`src/rtl/fault_entry_pkg.sv`:
```
package fault_entry_pkg;

    localparam int unsigned FN_W = 5;

    typedef enum logic [1:0] {
        CYC_FETCH = 2'b00,
        CYC_EXEC  = 2'b01,
        CYC_FEXEC = 2'b10,
        CYC_OTHER = 2'b11
    } cyc_e;

    localparam logic [FN_W-1:0] FN_CONNECT = 5'd8;
    localparam logic [FN_W-1:0] FN_ILLPROC = 5'd10;
    localparam logic [FN_W-1:0] FN_ACCVIO  = 5'd20;
    localparam logic [FN_W-1:0] FN_TROUBLE = 5'd31;

    typedef struct packed {
        logic [FN_W-1:0] num;
        logic            in_fetch;
        logic            in_exec;
        logic            in_fexec;
    } fault_hdr_t;

    function automatic logic is_num(input logic [FN_W-1:0] a, input logic [FN_W-1:0] b);
        return a == b;
    endfunction

endpackage

```
`src/rtl/fe_decode.sv`:
```
module fe_decode
    import fault_entry_pkg::*;
#(
    parameter int unsigned NUM_W = 7,
    parameter int unsigned SUB_W = 16
) (
    input  logic [NUM_W-1:0] raw_num,
    input  logic [SUB_W-1:0] raw_sub,
    input  logic [1:0]       cyc,
    output fault_hdr_t       hdr,
    output logic [SUB_W-1:0] eff_sub,
    output logic [SUB_W-1:0] acv_next,
    output logic [2:0]       chan_next
);
    logic out_of_range;
    logic [FN_W-1:0] clamped;
    cyc_e cyc_k;

    generate
        if (NUM_W > FN_W) begin : g_wide
            assign out_of_range = |raw_num[NUM_W-1:FN_W];
        end else begin : g_narrow
            assign out_of_range = 1'b0;
        end
    endgenerate

    always_comb begin
        cyc_k        = cyc_e'(cyc);
        clamped      = out_of_range ? FN_TROUBLE : raw_num[FN_W-1:0];
        hdr.in_fetch = (cyc_k == CYC_FETCH);
        hdr.in_exec  = (cyc_k == CYC_EXEC);
        hdr.in_fexec = (cyc_k == CYC_FEXEC);
        hdr.num      = hdr.in_fexec ? FN_TROUBLE : clamped;
        eff_sub      = hdr.in_fexec ? '0 : raw_sub;
        acv_next     = is_num(hdr.num, FN_ACCVIO) ? eff_sub : '0;
        chan_next    = is_num(hdr.num, FN_CONNECT) ? eff_sub[2:0] : 3'd0;
    end
endmodule

```
`src/rtl/fe_trouble.sv`:
```
module fe_trouble (
    input  logic clk,
    input  logic rst,
    input  logic req,
    input  logic in_fexec,
    input  logic clr,
    output logic flag,
    output logic halt
);
    always_ff @(posedge clk) begin
        if (rst) begin
            flag <= 1'b0;
            halt <= 1'b0;
        end else begin
            halt <= req && in_fexec && flag;
            if (req)      flag <= in_fexec;
            else if (clr) flag <= 1'b0;
        end
    end

    a_r8_halt_from_set_flag: assert property (@(posedge clk) disable iff (rst)
        halt |-> ($past(flag) && flag));
    a_r9_plain_fault_clears: assert property (@(posedge clk) disable iff (rst)
        (req && !in_fexec) |=> !flag);
    a_r7_nested_sets_flag: assert property (@(posedge clk) disable iff (rst)
        (req && in_fexec) |=> flag);
endmodule

```
`src/rtl/fe_counters.sv`:
```
module fe_counters #(
    parameter int unsigned      CB_W    = 12,
    parameter logic [CB_W-1:0]  CB_INIT = 12'hA50,
    parameter int unsigned      CNT_W   = 16
) (
    input  logic             clk,
    input  logic             rst,
    input  logic             req,
    input  logic             in_exec,
    output logic [CB_W-1:0]  cycle_bits,
    output logic [CNT_W-1:0] instr_cnt
);
    localparam int unsigned LOW_W = 3;

    always_ff @(posedge clk) begin
        if (rst) begin
            cycle_bits <= CB_INIT;
            instr_cnt  <= '0;
        end else if (req) begin
            cycle_bits[LOW_W-1:0] <= cycle_bits[LOW_W-1:0] + 3'd1;
            if (in_exec) instr_cnt <= instr_cnt + 1'b1;
        end
    end

    a_r3_low_steps: assert property (@(posedge clk) disable iff (rst)
        req |=> (cycle_bits[LOW_W-1:0] == $past(cycle_bits[LOW_W-1:0]) + 3'd1));
    a_r3_upper_hold: assert property (@(posedge clk) disable iff (rst)
        $stable(cycle_bits[CB_W-1:LOW_W]));
    a_r11_count_only_exec: assert property (@(posedge clk) disable iff (rst)
        !(req && in_exec) |=> $stable(instr_cnt));
endmodule

```
`src/rtl/fault_entry_seq.sv`:
```
module fault_entry_seq
    import fault_entry_pkg::*;
#(
    parameter int unsigned     NUM_W   = 7,
    parameter int unsigned     SUB_W   = 16,
    parameter int unsigned     CB_W    = 12,
    parameter logic [CB_W-1:0] CB_INIT = 12'hA50,
    parameter int unsigned     CNT_W   = 16
) (
    input  logic             clk,
    input  logic             rst,
    input  logic             flt_req,
    input  logic [NUM_W-1:0] flt_num,
    input  logic [SUB_W-1:0] flt_sub,
    input  logic [1:0]       flt_cyc,
    input  logic             trouble_clr,
    output logic             enter_fault,
    output logic [4:0]       fault_num_q,
    output logic [SUB_W-1:0] fault_sub_q,
    output logic             fetch_flag,
    output logic [2:0]       chan_num,
    output logic [SUB_W-1:0] acv_flags,
    output logic [SUB_W-1:0] fault_reg,
    output logic [CB_W-1:0]  cycle_bits,
    output logic [CNT_W-1:0] instr_cnt,
    output logic             trouble_flag,
    output logic             cascade_halt
);
    fault_hdr_t       hdr;
    logic [SUB_W-1:0] eff_sub;
    logic [SUB_W-1:0] acv_next;
    logic [2:0]       chan_next;

    fe_decode #(.NUM_W(NUM_W), .SUB_W(SUB_W)) u_decode (
        .raw_num  (flt_num),
        .raw_sub  (flt_sub),
        .cyc      (flt_cyc),
        .hdr      (hdr),
        .eff_sub  (eff_sub),
        .acv_next (acv_next),
        .chan_next(chan_next)
    );

    fe_trouble u_trouble (
        .clk     (clk),
        .rst     (rst),
        .req     (flt_req),
        .in_fexec(hdr.in_fexec),
        .clr     (trouble_clr),
        .flag    (trouble_flag),
        .halt    (cascade_halt)
    );

    fe_counters #(.CB_W(CB_W), .CB_INIT(CB_INIT), .CNT_W(CNT_W)) u_counters (
        .clk       (clk),
        .rst       (rst),
        .req       (flt_req),
        .in_exec   (hdr.in_exec),
        .cycle_bits(cycle_bits),
        .instr_cnt (instr_cnt)
    );

    always_ff @(posedge clk) begin
        if (rst) begin
            enter_fault <= 1'b0;
            fault_num_q <= '0;
            fault_sub_q <= '0;
            fetch_flag  <= 1'b0;
            chan_num    <= '0;
            acv_flags   <= '0;
            fault_reg   <= '0;
        end else begin
            enter_fault <= flt_req;
            if (flt_req) begin
                fault_num_q <= hdr.num;
                fault_sub_q <= eff_sub;
                fetch_flag  <= hdr.in_fetch;
                chan_num    <= chan_next;
                acv_flags   <= acv_next;
                if (is_num(hdr.num, FN_ILLPROC)) fault_reg <= fault_reg | eff_sub;
            end
        end
    end

    a_r11_entry_follows_req: assert property (@(posedge clk) disable iff (rst)
        flt_req |=> enter_fault);
    a_r11_no_spurious_entry: assert property (@(posedge clk) disable iff (rst)
        !flt_req |=> !enter_fault);
    a_r6_chan_only_connect: assert property (@(posedge clk) disable iff (rst)
        (enter_fault && fault_num_q != FN_CONNECT) |-> (chan_num == 3'd0));
    a_r10_freg_only_grows: assert property (@(posedge clk) disable iff (rst)
        ((fault_reg & $past(fault_reg)) == $past(fault_reg)));
endmodule

```
`config.mk`:
```
export PLATFORM = sky130hd
export DESIGN_NAME = fault_entry_seq
export DESIGN_NICKNAME = d
export VERILOG_FILES = /design/src/rtl/fault_entry_pkg.sv /design/src/rtl/fe_decode.sv /design/src/rtl/fe_trouble.sv /design/src/rtl/fe_counters.sv /design/src/rtl/fault_entry_seq.sv
export SDC_FILE = /design/constraint.sdc
export NUM_CORES = 1
export LEC_CHECK = 0
export BUFFER_PORTS_ARGS = -buffer_cell sky130_fd_sc_hd__buf_4
export CAP_MARGIN = 40
export CORE_MARGIN = 5
export CORE_UTILIZATION = 45
export CTS_CLUSTER_DIAMETER = 200
export DETAILED_ROUTE_END_ITERATION = 10
export GPL_TIMING_DRIVEN = 0
export PLACE_DENSITY_LB_ADDON = 0.12
export SYNTH_ARGS = -nofsm -noshare
export SYNTH_HDL_FRONTEND = slang
export SYNTH_SLANG_ARGS = --single-unit
```
`constraint.sdc`:
```
create_clock -name clk -period 1.7 [get_ports clk]
set_input_delay 0.17 -clock clk [delete_from_list [all_inputs] [get_ports clk]]
set_output_delay 0.17 -clock clk [all_outputs]
set_load 0.01 [all_outputs]
```
After elaboration in Yosys (flattened, before gate mapping)
Index checks and enable logic that the tools add are counted.

Bits in registers: 79. Bits of input ports: 29. Output and inout bits: 88. Logic and storage cells: 33.

Add/sub/neg operators: 2. Equal/unequal tests: 5. Mux-type cells: 7. Bitwise gates (word level): 1. Reductions and logical operators: 7.

Operator list (number): two-way mux 16 bit (2); adder 16 x 1 -> 16 bit, second input constant (1); bitwise OR 16 bit (1); == test 5 x 4 -> 1 bit, second input constant (2); two-way mux 5 bit (2); == test 5 bit, second input constant (1); AND reduction 2 bit (2); adder 3 x 1 -> 3 bit, second input constant (1); two-way mux 3 bit (1); == test 2 x 1 -> 1 bit, second input constant (1); == test 2 bit, second input constant (1); logical AND 1 bit (2); logical NOT 2 bit (1); two-way mux 1 bit (2); nonzero test 2 bit (1); OR reduction 2 bit (1).

Logic depth before layout (Yosys ltp)
Gate-level depths: netlist of the first run.

Depth after elaboration: 5. Gate-level depth with buffers: 6. Mapped depth without buffers: 5.

By module
Synthesis of the first run repeated with hierarchy kept, for this count alone.

Cells, all modules: 375. Area, all modules: 3562.2 um2.

Modules (own cells, without submodules): fault_entry_seq (instances 1, cells an instance 207, area each 2145.8 um2, seq. area each 1161.1 um2); fe_counters (instances 1, cells an instance 104, area each 915.9 um2, seq. area each 380.4 um2); fe_decode (instances 1, cells an instance 58, area each 431.7 um2, seq. area each 0.0 um2); fe_trouble (instances 1, cells an instance 6, area each 68.8 um2, seq. area each 40.0 um2).

Worst setup path before layout of the first run
Ideal clock, no wire load.

Path type: register -> register. From: register u_counters.instr_cnt[7]. To: register u_counters.instr_cnt[15]. Data arrival time: 1.399 ns. Data required time: 1.630 ns. Setup slack: 0.231 ns. Stages on the path, launching flop included: 5. Clock period less this slack: 1.469 ns. Cell sequence: dfxtp_1 > and4_1 > nand4_1 > or4_1 > a21oi_1.

Cells in the longest elaborated chain, start to end: 1.

Ends and longest elaborated chain: start, declared (RTL line fe_counters.sv:11) `output logic [CNT_W-1:0] instr_cnt`; start signal, assigned (RTL line fe_counters.sv:21) `if (in_exec) instr_cnt <= instr_cnt + 1'b1;`; adder 16 x 1 -> 16 bit (RTL line fe_counters.sv:21).

Every way passes these cells. A chain may end at the register's enable or synchronous reset.

Worst setup path after layout of the first run
Ends and elaborated chain as after synthesis.

==> results.cfg, run 1 <==
[sta]
rsz0062_at_grt = false
finalClockSkew_ns = 0.00751
finalCritPeriodShare_pct = 92.1
finalMaxSlewViolations = 0
max_slew_margin_pct = 61.2
setup_viol = 0
fmax_mhz = 639
min_period_ns = 1.57
tightest_slew_ns = 0.582
setup_tns_ns = 0
hold_viol_final = 0

[die]
die_x_um = 94.2
rows = 30
io_pins = 117
dieHeight_um = 94.2
core_area_um2 = 6830
dieArea_um2 = 8870
start_util_pct = 46.7

[setup_path]
worst_ep_required_time_ns = 1.98
start_kind = flip-flop
worstSetupPathType = reg -> reg
path_max_fanout = 6
end_kind = flip-flop
crit_arrival_ns = 1.85

[pwr]
p_per_area_nw_per_um2 = 873
cell_internal_pwr_mw = 2.91
p_sw_mw = 0.875
power_switching_share_pct = 23.1
irDropWorstVdd_v = 0.000658
power_mw = 3.79
pwr-share-clk_pct = 39.7
seqPwrFrac_pct = 50.5
p_leak_nw = 1.86
comb_power_share_pct = 9.8

[drt]
ant_nets = 0
highest_layer = met4
routed_wl_um = 8650
vias = 2913
post-route-drc-count = 0
wl_met2_um = 4090
post_drt_wl_per_cell_um = 14.9
drtIter0Drc = 144
dr_wl_met3_um = 677
firstDrtPassIters = 4
drt-met1-wl_um = 3760
viasPerCell = 5.01

[clock_tree]
clock_latency_ns = 0.35
cts_buffers = 9
cts.hold.buffers_added = 0
path_clk_slew_ns = 0.08
cts_tree = built
post_cts_buffers = 0
root_buffer = clkbuf_8
cts.path.max_buffers = 2
h-tree-depth = 3
cts.sinks = 79

[place]
portBuffers = 106
dp_hpwl_um = 6460
place_congestion = 0.821

[synth]
synth_top_area_share_pct = 49.6
avgSynthCellArea_um2 = 8.93
netlist_instances = 357
synthArstFlopShare_pct = 0
synth.area.top_cells = dfxtp_1 50%, nor2_1 6.8%, a21oi_1 6.1%, nand2b_1 3.9%, nand3_1 3.5%
ys.flop_type = dfxtp_1
ys_warn_count = 0
ys_ff_latch = 79
synth.most_common_cell = dfxtp_1
synth_seq_area_share_pct = 49.6
synth_top_cell_by_area = dfxtp_1
syn_area_um2 = 3190
synth_edf_count = 0
ys_types = 42
ys_top_cells_by_count = 79 x dfxtp_1, 58 x nor2_1, 39 x a21oi_1

[global_route]
grt_antenna_before_repair = 0
grt_first_pass_wirelength_um = 14300
grt_usage_pct = 20.6
grt_pass1_vias = 2830
grt_start_max_net_pins = 13
overflow = 0

[status]
status = completed

[final_layout]
fin_nets = 512
area_growth_pct = 36.2
antenna_cells = 0
drive_above_1_share_pct = 30.5
fillCellCount = 623

[run]
drv_cap = 0

[worst_hold_path]
hold_path.class = in -> reg
-- layout make-up --
cell class | count | area (um^2) | share of cell area, %
Inverter | 5 | 18.8 | 0.432
Multi-Input combinational cell | 248 | 1410 | 32.6
Sequential cell | 79 | 1580 | 36.4
Timing Repair Buffer | 106 | 796 | 18.3
Tap cell | 96 | 120 | 2.77
Buffer | 32 | 200 | 4.61
Clock buffer | 11 | 141 | 3.26
Clock inverter | 4 | 70.1 | 1.61
-- power groups by stage --
stage               registers (mW)  clock network (mW)  logic (mW)
floorplan                     1.97                   0       0.171
global placement              1.96                   0       0.367
detailed placement            1.96                   0       0.371
CTS                           1.91                1.53       0.374
global route                  1.92                1.64       0.411
finish                        1.91                1.51       0.371
-- timing repair --
item,CTS,global route
resized for setup,0,1
endpoints found under the setup margin,0,1
hold endpoints to repair,0,0
-- critical path: stages, from the launching register on --
cell     delay [ns]
dfxtp_1        0.43
and4_1         0.26
nand4_1        0.17
or4_1          0.50
a21oi_1        0.14
-- cells in the final DEF, fill, tap and decap left out, types with 3 or more instances in the layout --
cell	n
o21ai_0	5
clkbuf_8	12
nand3_1	22
buf_2	6
clkbuf_1	11
or3_1	5
xor2_1	9
buf_4	116
nand4_1	7
a31oi_1	16
nor2b_1	14
mux2i_1	3
nand2b_1	20
dfxtp_1	78
a21oi_1	39
inv_1	5
nand2_1	6
nor3_1	6
conb_1	9
nor2_1	58
o32a_1	3
-- per-layer routing --
metal / global-route usage [%] / up-vias
met2: 33.5 / 91
met1: 26.0 / 1352
met5: 0 / -
met4: 7.70 / 0
li1: - / 1459
met3: 5.61 / 11
-- path summary, 6_finish.rpt --
path	start	endpoint	slack, ns	cells after the start
worst min register to register	acv_flags[8]	acv_flags[8]	0.47	2
worst max register to register	u_counters.instr_cnt[7]	u_counters.instr_cnt[15]	0.13	4
worst min-delay path	rst	enter_fault	0.04	2
worst max-delay path	u_counters.instr_cnt[7]	u_counters.instr_cnt[15]	0.13	4
-- metrics by stage --
step           instance area [um^2]  cells  worst slack, ns  hold WS (ns)  util (%)
2_1_floorplan                  3210    364            0.231         0.309         -
3_3_place_gp                   4130    566            0.150         0.406      60.5
3_5_place_dp                   4130    566           0.0993         0.409      60.5
4_1_cts                        4340    581            0.126        0.0294      63.6
5_1_grt                        4340    581           0.0164        0.0277      63.6
6_report                       4340    581            0.134        0.0445      63.6
-- logic make-up after synthesis --
logic type | share of synthesized area [%]
AOI/OAI and AO/OA | 11.5
adders and majority gates | 0.785
buffers and inverters | 6.87
and+or+nand+nor | 27.0
muxes | 0.942
DFF | 49.6
xor gates and xnor gates | 3.02
other | 0.236
Note: power is estimated with default switching activity, not from simulation.
==> inputs of run 2 (changes only) <==
CORE_UTILIZATION = 44   (was 45)
RECOVER_POWER = 50   (was not set)
clock period = 1.3 ns   (was 1.7 ns; I/O delays follow)
==> run 2 against run 1 <==
The run now ends with negative setup slack left. Routed wire length rose by 3.2%. Clock power barely moved. Via count rose by 2.0%. Design area fell by 2.6%. Register-to-register slack got worse by 0.22 ns. Sequential cell count did not move. Setup slack got worse by 0.22 ns. Critical path type unchanged. Critical endpoint unchanged. Largest power group unchanged.
==> results.cfg, run 2 (synthesized netlist as in run 1, its figures left out) <==
[die]
rows = 31
core_area_um2 = 7140
dieArea_um2 = 9050
start_util_pct = 44.7
dieHeight_um = 95.1
io_pins = 117
die_x_um = 95.1

[clock_tree]
cts.sinks = 79
h-tree-depth = 3
root_buffer = clkbuf_8
path_clk_slew_ns = 0.08
cts_tree = built
cts_buffers = 9
cts.path.max_buffers = 2
clock_latency_ns = 0.35

[status]
status = finished with violations
violations = negative setup slack

[setup_path]
crit_arrival_ns = 1.67
start_kind = flip-flop
r2r_start = u_counters.instr_cnt[2]
path_max_fanout = 7
worstSetupPathType = reg -> reg
crit_start = u_counters.instr_cnt[2]
rr_endpoint = u_counters.instr_cnt[15]
end_kind = flip-flop
reg2reg_slack_ns = -0.08
worst_ep_required_time_ns = 1.59
rr_worst_depth = 5
crit_path_end = u_counters.instr_cnt[15]

[global_route]
grt_start_max_net_pins = 14
grt_usage_pct = 20.6
grt_first_pass_wirelength_um = 14300
grt_antenna_before_repair = 0
overflow = 0
grt_pass1_vias = 2926

[drt]
drtIter0Drc = 95
post_drt_wl_per_cell_um = 14.9
routed_wl_um = 8930
vias = 2971
post-route-drc-count = 0
ant_nets = 0
firstDrtPassIters = 4
viasPerCell = 4.96

[pwr]
seqPwrFrac_pct = 55.5
comb_power_share_pct = 10.2
irDropWorstVdd_v = 0.000459
p_leak_nw = 1.64
pwr-share-clk_pct = 34.3
power_switching_share_pct = 26.0
p_per_area_nw_per_um2 = 1060
cell_internal_pwr_mw = 3.33
p_sw_mw = 1.17

[place]
portBuffers = 106
dpl_cell_area_um2 = 4170
dp_hpwl_um = 6550
place_congestion = 0.807

[sta]
finalMaxSlewViolations = 0
finalCritPeriodShare_pct = 106
finalClockSkew_ns = 0.00727
min_period_ns = 1.38
setup_viol = 3
worst_slack_ns = -0.0819
max_slew_margin_pct = 60.0
rsz0062_at_grt = true
hold_viol_final = 0
tightest_slew_ns = 0.600
fmax_mhz = 724

[worst_hold_path]
hold_path.class = in -> reg

[final_layout]
final_common_cell = clkbuf_1
area_growth_pct = 32.7
finalInstanceArea_um2 = 4230
drive_above_1_share_pct = 22.6
antenna_cells = 0
final_cell_mix = 76 x clkbuf_1, 68 x dfxtp_1, 64 x buf_4
fin_nets = 526
final_util_pct = 59.3

[run]
drv_cap = 0
-- run 2: repair_timing --
action	4_1_cts	5_1_grt
resized for setup	5	3
endpoints found under the setup margin	5	7
cloned	0	0
endpoints found under the hold margin	1	0
setup buffers	13	0
pin swaps	4	5
hold buffers	1	0
-- run 2: cell type report --
cell class | count | area (um^2)
Fill cell | 735 | 2910
Sequential cell | 79 | 1610
Multi-Input combinational cell | 248 | 1460
Timing Repair Buffer | 120 | 663
Buffer | 32 | 199
Clock buffer | 9 | 124
Tap cell | 99 | 124
Clock inverter | 7 | 40.0
Inverter | 5 | 18.8
-- run 2: stage by stage --
stage,setup slack [ns],power (mW),hold WS [ns],cells,TNS (ns)
2_1_floorplan,-0.0902,2.80,0.269,364,-0.0902
3_3_place_gp,-0.223,3.03,0.357,569,-9.73
3_5_place_dp,-0.254,3.04,0.367,569,-10.73
4_1_cts,-0.110,4.58,0.0181,599,-0.181
5_1_grt,-0.139,4.72,0.0196,599,-1.07
6_report,-0.0819,4.49,0.0286,599,-0.137
-- run 2: critical path: stages (launching register included) --
cell	delay [ns]
dfxtp_4	0.35
and4b_1	0.19
buf_6	0.12
nand4_4	0.12
or4_1	0.42
a21oi_1	0.12
-- run 2: per-layer routing --
metal,GRT usage [%],share of wire (%),vias up
li1,-,-,1489
met1,24.9,43,1379
met2,34.3,48,92
met3,5.92,7.4,11
met4,8.29,1.6,0
met5,0,0,-
-- run 2: how the worst min path moves through the flow --
stage | end | from | cells after the start | slack (ns)
global route | fault_sub_q[9] | flt_sub[9] | 3 | 0.02
CTS | fault_sub_q[5] | flt_sub[5] | 3 | 0.02
global placement | enter_fault | rst | 2 | 0.36
floorplan | fault_sub_q[10] | flt_sub[10] | 2 | 0.27
finish | fault_sub_q[5] | flt_sub[5] | 3 | 0.03
detailed placement | enter_fault | rst | 2 | 0.37
-- run 2: power groups by stage --
| stage | registers [mW] | clock network (mW) | logic (mW) |
|---|---|---|---|
| final | 2.49 | 1.54 | 0.459 |
| after global routing | 2.50 | 1.71 | 0.509 |
| after CTS | 2.50 | 1.59 | 0.497 |
| after detailed placement | 2.55 | 0 | 0.487 |
| after global placement | 2.55 | 0 | 0.481 |
| after floorplan | 2.57 | 0 | 0.224 |
==> inputs of run 3 (changes only) <==
GPL_TIMING_DRIVEN = 1   (was 0)
PLACE_DENSITY = 0.75   (was not set)
PLACE_DENSITY_LB_ADDON = not set   (was 0.12)
==> run 3 against run 2 <==
The run still ends with negative setup slack left. Worst hold slack better by 0.012 ns. Core utilization rose by 2.1 points. Sequential cell count did not move. Setup slack improved by 0.015 ns. Routed wire length fell by 7.1%. Power increased by 7.2%. Critical path type unchanged. Sequential power about the same.
==> results.cfg, run 3 (synthesized netlist as in run 1, its figures left out) <==
[die]
start_util_pct = 44.7
io_pins = 117
dieHeight_um = 95.1
core_area_um2 = 7140
dieArea_um2 = 9050
die_x_um = 95.1
rows = 31

[final_layout]
area_growth_pct = 37.4
finalInstanceArea_um2 = 4380
fin_nets = 518
final_common_cell = buf_4
antenna_cells = 0
final_cell_mix = 94 x buf_4, 69 x dfxtp_1, 58 x nor2_1
drive_above_1_share_pct = 28.9

[setup_path]
end_kind = flip-flop
worstSetupPathType = reg -> reg
start_kind = flip-flop
path_max_fanout = 6
worst_ep_required_time_ns = 1.57
crit_arrival_ns = 1.64

[sta]
setup_viol = 5
finalClockSkew_ns = 0.0114
min_period_ns = 1.37
fmax_mhz = 732
worst_slack_ns = -0.0666
tightest_slew_ns = 0.614
finalMaxSlewViolations = 0
finalCritPeriodShare_pct = 105
setup_tns_ns = -0.167
hold_viol_final = 0
rsz0062_at_grt = true
max_slew_margin_pct = 59.1

[global_route]
gr-usage-met3_pct = 6.63
grt_antenna_before_repair = 0
grt_pass1_vias = 2845
met2_usage_pct = 32.4
grt_start_max_net_pins = 41
overflow = 0
grt_first_pass_wirelength_um = 13400
gr-max-usage-layer = met2
grt_use_met1_pct = 21.6
grt_usage_pct = 18.9

[pwr]
irDropWorstVdd_v = 0.000727
p_per_area_nw_per_um2 = 1100
power_mw = 4.82
p_leak_nw = 1.77

[drt]
routed_wl_um = 8290
ant_nets = 0
drtIter0Drc = 77
vias = 2933
post_drt_wl_per_cell_um = 14.0
post-route-drc-count = 0
viasPerCell = 4.96
firstDrtPassIters = 4

[clock_tree]
h-tree-depth = 3
cts_buffers = 9
cts.hold.buffers_added = 0
cts.path.max_buffers = 2
cts_tree = built
cts.sinks = 79
path_clk_slew_ns = 0.08
clock_latency_ns = 0.34
root_buffer = clkbuf_8

[run]
drv_cap = 0

[place]
place_congestion = 0.829
dp_hpwl_um = 5900
portBuffers = 107
dpl_cell_area_um2 = 4290

[worst_hold_path]
hold_path.class = in -> reg

[status]
status = finished with violations
violations = negative setup slack
run 3: changes by cell type in the layout (fill, tap and decap cells not counted), moves of 4 or more:
| cell | change |
|---|---|
| buf_2 | -5 |
| buf_12 | +4 |
| buf_4 | +30 |
| clkbuf_1 | -31 |
run 3: what timing repair did:
| item | in CTS | in global routing |
|---|---|---|
| resized for setup | 4 | 7 |
| pin swaps | 6 | 3 |
| endpoints found under the setup margin | 6 | 12 |
| setup buffers | 2 | 0 |
run 3: worst paths after layout:
| check | from | to | slack (ns) | cells after the start |
|---|---|---|---|---|
| worst max register to register | u_counters.instr_cnt[2] | u_counters.instr_cnt[15] | -0.07 | 4 |
| worst max-delay path | u_counters.instr_cnt[2] | u_counters.instr_cnt[15] | -0.07 | 4 |
| worst min-delay path | flt_sub[8] | fault_sub_q[8] | 0.04 | 3 |
| worst min register to register | fault_reg[6] | fault_reg[6] | 0.47 | 2 |
run 3: routing by layer:
metal  vias to the layer above  routed length (um)
met5                         -                   0
met1                      1369                3410
met4                         0                 102
met3                        13                 642
li1                       1464                   -
met2                        87                4140
run 3: power breakdown:
| part | internal (mW) | switching (mW) |
|---|---|---|
| registers | 2.47 | 0.0296 |
| logic | 0.191 | 0.246 |
| clock network | 1.05 | 0.837 |
| total | 3.70 | 1.11 |
run 3: stage by stage:
stage,utilization (%),hold WS (ns),setup slack [ns],instances
finish,61.4,0.0407,-0.0666,591
global route,61.4,0.0322,-0.113,591
CTS,63.4,0.0293,-0.0616,591
detailed placement,60.0,0.380,-0.138,573
global placement,60.0,0.379,-0.103,573
floorplan,-,0.269,-0.0902,364
run 3: area by class of cell:
type                            instances  area (um^2)
Timing Repair Buffer                  144          967
Clock inverter                          2         37.5
Fill cell                             682         2760
Sequential cell                        79         1600
Inverter                                5         18.8
Clock buffer                           14          173
Multi-Input combinational cell        248         1460
Tap cell                               99          124
run 3: worst max-delay path: stages, from the launching register on:
cell,delay (ns)
dfxtp_4,0.34
and4b_2,0.28
nand4_4,0.12
or4_4,0.44
a21oi_2,0.12
